## src/rtl/hsec_pkg.sv

```systemverilog
package hsec_pkg;

    localparam int DEF_DATA_W = 16;

    function automatic logic is_pow2(input int v);
        return (v > 0) && ((v & (v - 1)) == 0);
    endfunction

    // smallest r with m + r + 1 <= 2**r
    function automatic int chk_bits(input int m);
        int r;
        r = 1;
        while ((m + r + 1) > (1 << r)) r++;
        return r;
    endfunction

endpackage

```

## src/rtl/hsec_enc.sv

```systemverilog
module hsec_enc #(
    parameter int DATA_W = 16,
    parameter int CHK_W  = 5
) (
    input  logic [DATA_W-1:0]        data_i,
    output logic [DATA_W+CHK_W-1:0]  code_o
);
    localparam int CODE_W = DATA_W + CHK_W;

    always_comb begin
        logic [CODE_W-1:0] cw;
        logic par;
        int di;
        cw = '0;
        di = DATA_W - 1;
        for (int p = 1; p <= CODE_W; p++) begin
            if (!hsec_pkg::is_pow2(p) && di >= 0) begin
                cw[CODE_W-p] = data_i[di];
                di = di - 1;
            end
        end
        for (int k = 0; k < CHK_W; k++) begin
            par = 1'b0;
            for (int p = 1; p <= CODE_W; p++) begin
                if (((p >> k) & 1) == 1) par = par ^ cw[CODE_W-p];
            end
            cw[CODE_W-(1 << k)] = par;
        end
        code_o = cw;
    end
endmodule

```

## src/rtl/hsec_syn.sv

```systemverilog
module hsec_syn #(
    parameter int CODE_W = 21,
    parameter int CHK_W  = 5
) (
    input  logic [CODE_W-1:0] code_i,
    output logic [CHK_W-1:0]  syn_o
);
    always_comb begin
        syn_o = '0;
        for (int k = 0; k < CHK_W; k++) begin
            for (int p = 1; p <= CODE_W; p++) begin
                if (((p >> k) & 1) == 1) syn_o[k] = syn_o[k] ^ code_i[CODE_W-p];
            end
        end
    end
endmodule

```

## src/rtl/hsec_fix.sv

```systemverilog
module hsec_fix #(
    parameter int DATA_W = 16,
    parameter int CHK_W  = 5
) (
    input  logic [DATA_W+CHK_W-1:0] code_i,
    input  logic [CHK_W-1:0]        syn_i,
    output logic [DATA_W-1:0]       data_o,
    output logic                    corr_o,
    output logic                    unc_o
);
    localparam int CODE_W = DATA_W + CHK_W;

    always_comb begin
        logic [CODE_W-1:0] fixed;
        int di;
        int s;
        s      = int'(syn_i);
        corr_o = (s != 0) && (s <= CODE_W);
        unc_o  = (s > CODE_W);
        fixed  = code_i;
        for (int p = 1; p <= CODE_W; p++) begin
            if (corr_o && (s == p)) fixed[CODE_W-p] = ~code_i[CODE_W-p];
        end
        data_o = '0;
        di = DATA_W - 1;
        for (int p = 1; p <= CODE_W; p++) begin
            if (!hsec_pkg::is_pow2(p) && di >= 0) begin
                data_o[di] = fixed[CODE_W-p];
                di = di - 1;
            end
        end
    end
endmodule

```

## src/rtl/hsec_top.sv

```systemverilog
module hsec_top #(
    parameter int DATA_W = hsec_pkg::DEF_DATA_W,
    parameter int CHK_W  = hsec_pkg::chk_bits(DATA_W),
    parameter int CODE_W = DATA_W + CHK_W
) (
    input  logic              clk,
    input  logic              rst_n,
    input  logic              enc_valid_i,
    input  logic [DATA_W-1:0] enc_data_i,
    output logic              enc_valid_o,
    output logic [CODE_W-1:0] enc_code_o,
    input  logic              dec_valid_i,
    input  logic [CODE_W-1:0] dec_code_i,
    output logic              dec_valid_o,
    output logic [DATA_W-1:0] dec_data_o,
    output logic [CHK_W-1:0]  dec_syndrome_o,
    output logic              dec_corrected_o,
    output logic              dec_uncorr_o
);
    typedef struct packed {
        logic              enc_v;
        logic [CODE_W-1:0] enc_code;
        logic              dec_v;
        logic [DATA_W-1:0] dec_data;
        logic [CHK_W-1:0]  syn;
        logic              corr;
        logic              unc;
    } state_t;

    state_t st_d, st_q;

    logic [CODE_W-1:0] enc_code_c;
    logic [CHK_W-1:0]  syn_c;
    logic [DATA_W-1:0] fix_data_c;
    logic              corr_c, unc_c;

    hsec_enc #(.DATA_W(DATA_W), .CHK_W(CHK_W)) u_enc (
        .data_i (enc_data_i),
        .code_o (enc_code_c)
    );

    hsec_syn #(.CODE_W(CODE_W), .CHK_W(CHK_W)) u_syn (
        .code_i (dec_code_i),
        .syn_o  (syn_c)
    );

    hsec_fix #(.DATA_W(DATA_W), .CHK_W(CHK_W)) u_fix (
        .code_i (dec_code_i),
        .syn_i  (syn_c),
        .data_o (fix_data_c),
        .corr_o (corr_c),
        .unc_o  (unc_c)
    );

    always_comb begin
        st_d       = st_q;
        st_d.enc_v = enc_valid_i;
        st_d.dec_v = dec_valid_i;
        if (enc_valid_i) st_d.enc_code = enc_code_c;
        if (dec_valid_i) begin
            st_d.dec_data = fix_data_c;
            st_d.syn      = syn_c;
            st_d.corr     = corr_c;
            st_d.unc      = unc_c;
        end
    end

    always_ff @(posedge clk) begin
        if (!rst_n) st_q <= '0;
        else        st_q <= st_d;
    end

    assign enc_valid_o     = st_q.enc_v;
    assign enc_code_o      = st_q.enc_code;
    assign dec_valid_o     = st_q.dec_v;
    assign dec_data_o      = st_q.dec_data;
    assign dec_syndrome_o  = st_q.syn;
    assign dec_corrected_o = st_q.corr;
    assign dec_uncorr_o    = st_q.unc;
endmodule

```

## config.mk

```make
export PLATFORM = sky130hd
export DESIGN_NAME = hsec_top
export DESIGN_NICKNAME = d
export VERILOG_FILES = /design/src/rtl/hsec_pkg.sv /design/src/rtl/hsec_enc.sv /design/src/rtl/hsec_syn.sv /design/src/rtl/hsec_fix.sv /design/src/rtl/hsec_top.sv
export SDC_FILE = /design/constraint.sdc
export NUM_CORES = 1
export LEC_CHECK = 0
export ABC_AREA = 0
export BUFFER_PORTS_ARGS = -buffer_cell sky130_fd_sc_hd__buf_4
export CAP_MARGIN = 25
export CORE_MARGIN = 5
export CORE_UTILIZATION = 45
export DETAILED_ROUTE_END_ITERATION = 10
export PLACE_DENSITY = 0.72
export SLEW_MARGIN = 30
export SYNTH_ARGS = -nofsm -noshare
export SYNTH_HDL_FRONTEND = slang
export SYNTH_SLANG_ARGS = --single-unit
```

## constraint.sdc

```tcl
create_clock -name clk -period 2.2 [get_ports clk]
set_clock_uncertainty 0.2 [all_clocks]
set_input_delay 0.33 -clock clk [delete_from_list [all_inputs] [get_ports clk]]
set_output_delay 0.33 -clock clk [all_outputs]
set_load 0.01 [all_outputs]
```

==> flow_summary.ini <==
[place]
place.gp.congestion = 0.983
port-buffer-count = 86
hpwl_um = 5560

[pwr]
p_leak_nw = 1.85
comb_power_share_pct = 48.7
ir_drop_v = 0.000376
total_power_mw = 3.00
p_switching_mw = 1.05
cellPowerDensity_nw_per_um2 = 730
p_int_mw = 1.95
switching_share_pct = 34.9
pwr-share-seq_pct = 32.0
clkPwrFrac_pct = 19.3

[timing]
worstMarginPinSlew_ns = 0.478
period_needed_ns = 2.25
slew_headroom_pct = 68.0
finalCritPeriodShare_pct = 102
fin_ws_ns = -0.0512
setup_tns_ns = -0.190
fmax_mhz = 444
slew_violations = 0
setup_viol = 6
rsz0062_at_grt = yes
hold_viol_final = 0

[floorplanning]
die_x_um = 86.9
ioPinCount = 87
coreArea_um2 = 5850
die_area_um2 = 7560
initial_core_util_pct = 45.5
dieHeight_um = 86.9
row_count = 28

[critical_path]
critPathRequiredTime_ns = 2.22
worstSetupPathType = input pin to register
cp_top_family = simple AND/OR/NAND/NOR gates
cpPeakStageDelay_ns = 0.48
r2r-start = dec_corrected_o$_SDFFE_PN0P_
crit_cells = 8
startpoint = dec_code_i[2]
arrival_ns = 2.27
reg2reg_depth = 2
start_kind = input pin
crit_chain = buf_6, xor3_2, xnor2_2, buf_4, nand3_1, and2_4, or4_4, a31oi_1
critPathBufInv = 2
r2r_end = dec_corrected_o$_SDFFE_PN0P_
path_max_fanout = 5
crit_path_end = dec_data_o[15]$_SDFFE_PN0P_
r2r_slack_ns = 1.26
slowest_stage = xor3_2
cp-end-kind = register

[clock_tree]
htreeDepth = 2
clock_latency_ns = 0.29
clkTransAtPathRegs_ns = 0.09
clockBufferDepth = 2
cts-root-buf = clkbuf_8
cts_tree = built
cts_made_buffers = 5
cts_sinks = 46

[global_routing]
groute.usage.overall_pct = 19.5
antenna_found_initial = 0
grt_pass1_vias = 2502
grt_overflow = 0
grt_max_degree = 46
grt_first_pass_wirelength_um = 11800

[routing]
wl_met3_um = 463
ant_nets = 0
wl_met2_um = 4000
routed_via_density = 5.24
first_pass_iters = 4
routed_wirelength_um = 7880
vias = 2491
met1_length_um = 3240
top_layer = met4
drt-wirelength-per-cell_um = 16.6
route.detailed.drc = 0
drt-initial-drc-count = 148

[final_layout]
mostFrequentLayoutCell = buf_4
final_layout_size_suffix_gt1_share_pct = 45.8
nNetsFinal = 440
syn2layout_area_growth_pct = 54.1
final_cell_mix = buf_4, dfxtp_1, xnor2_1
num-fill-cells = 457
finish.utilization_pct = 70.1
diodes = 0

[logic_synthesis]
yosysWarnings = 0
ys_types = 35
syn_area_um2 = 2660
yosysSeqAreaShare_pct = 34.6
synth_fp_nets = 314
avgSynthCellArea_um2 = 9.76
syn_inst = 273
synth-seq-cells = 46

[run]
drv_cap = 0

[outcome]
status = complete, but fails checks
violations = setup timing

[min_path]
hold_path.class = input pin to register
-- synthesized netlist by cell type --
cell,count,area share (%)
or3_4,2,0.85
xnor3_1,4,3.4
mux2i_1,21,7.9
buf_2,1,0.19
o221ai_1,2,0.66
and2_1,2,0.47
and2_4,1,0.33
o22ai_1,1,0.24
buf_6,1,0.42
a21boi_0,1,0.28
xnor2_2,1,0.61
o21ai_0,21,3.9
o31ai_1,1,0.28
nor3b_1,1,0.28
a31oi_1,3,0.70
dfxtp_1,46,35
a21oi_1,12,2.3
or4_1,1,0.28
or3_1,4,0.94
buf_1,3,0.42
nor2b_1,22,5.2
xor2_1,7,2.3
nand3_1,11,2.1
nand2_1,8,1.1
inv_1,2,0.28
xor3_1,3,2.7
o32a_1,1,0.38
o211a_1,4,1.5
xor3_2,1,0.94
nor2_1,4,0.56
nor3_1,6,1.1
clkbuf_1,8,1.1
and3_1,3,0.70
xnor2_1,54,18
a221oi_1,10,3.3
-- metrics by stage --
| step | hold slack [ns] | setup slack, ns | cells | cell area (µm²) |
|---|---|---|---|---|
| finish | 0.122 | -0.0512 | 475 | 4100 |
| global route | 0.134 | -0.123 | 475 | 4100 |
| CTS | 0.117 | -0.0192 | 470 | 3850 |
| detailed placement | 0.258 | -0.355 | 462 | 3700 |
| global placement | 0.241 | -0.368 | 462 | 3700 |
| floorplan | 0.256 | -0.190 | 273 | 2710 |
-- repair_timing --
action / 4_1_cts / 5_1_grt
setup endpoints to repair: 7 / 19
gates resized for setup: 9 / 36
buffers inserted: 0 / 5
hold buffers: 0 / 0
pin swaps: 2 / 5
-- area by class of cell --
cell class	count	area (µm²)	share of cell area, %
Clock buffer	7	96.3	2.35
Clock inverter	1	8.76	0.213
Inverter	2	7.51	0.183
Multi-Input combinational cell	212	1960	47.7
Sequential cell	46	921	22.4
Tap cell	75	93.8	2.29
Timing Repair Buffer	132	1020	24.9
-- worst min-delay path by stage --
stage | startpoint | end | slack [ns] | cells after the start
final | enc_data_i[15] | enc_code_o[18]$_SDFFE_PN0P_ | 0.12 | 3
after global routing | enc_data_i[14] | enc_code_o[16]$_SDFFE_PN0P_ | 0.13 | 3
after CTS | enc_data_i[15] | enc_code_o[18]$_SDFFE_PN0P_ | 0.12 | 3
after detailed placement | dec_data_o[0]$_SDFFE_PN0P_ | dec_data_o[0]$_SDFFE_PN0P_ | 0.26 | 2
after global placement | dec_data_o[1]$_SDFFE_PN0P_ | dec_data_o[1]$_SDFFE_PN0P_ | 0.24 | 2
after floorplan | rst_n | dec_valid_o$_SDFF_PN0_ | 0.26 | 2
-- state kept, by name (all words and copies together) (netlist names) --
| register | flops |
|---|---|
| dec_valid_o | 1 |
| dec_corrected_o | 1 |
| dec_syndrome_o | 5 |
| dec_data_o | 16 |
| dec_uncorr_o | 1 |
| enc_valid_o | 1 |
| enc_code_o | 21 |
-- cell families (layout without fill, tap and decap cells) --
logic type	after synthesis	count (layout)	share of synthesized area, %
and+or+nand+nor	65	65	13.9
muxes	21	21	7.89
DFF	46	46	34.6
buffers and inverters	15	142	2.44
AOI/OAI and AO/OA	56	56	13.5
xor gates and xnor gates	70	70	27.7
-- power by group through the flow --
stage / logic, mW / clock network [mW] / registers (mW)
6_report: 1.46 / 0.578 / 0.959
5_1_grt: 1.56 / 0.633 / 0.968
4_1_cts: 1.27 / 0.589 / 0.959
3_5_place_dp: 1.23 / 0 / 0.977
3_3_place_gp: 1.21 / 0 / 0.975
2_1_floorplan: 0.665 / 0 / 1.01
-- tightest hold or removal path, stage by stage --
cell and delay [ns]:
buf_4 0.09, mux2i_1 0.06, nor2b_1 0.10
-- per-layer routing --
| layer | up-vias | GRT usage, % |
|---|---|---|
| met5 | - | 0 |
| met3 | 17 | 4.07 |
| met1 | 1180 | 24.6 |
| met2 | 83 | 33.2 |
| li1 | 1211 | - |
| met4 | 0 | 5.95 |
Note: power is estimated with default switching activity, not from simulation.
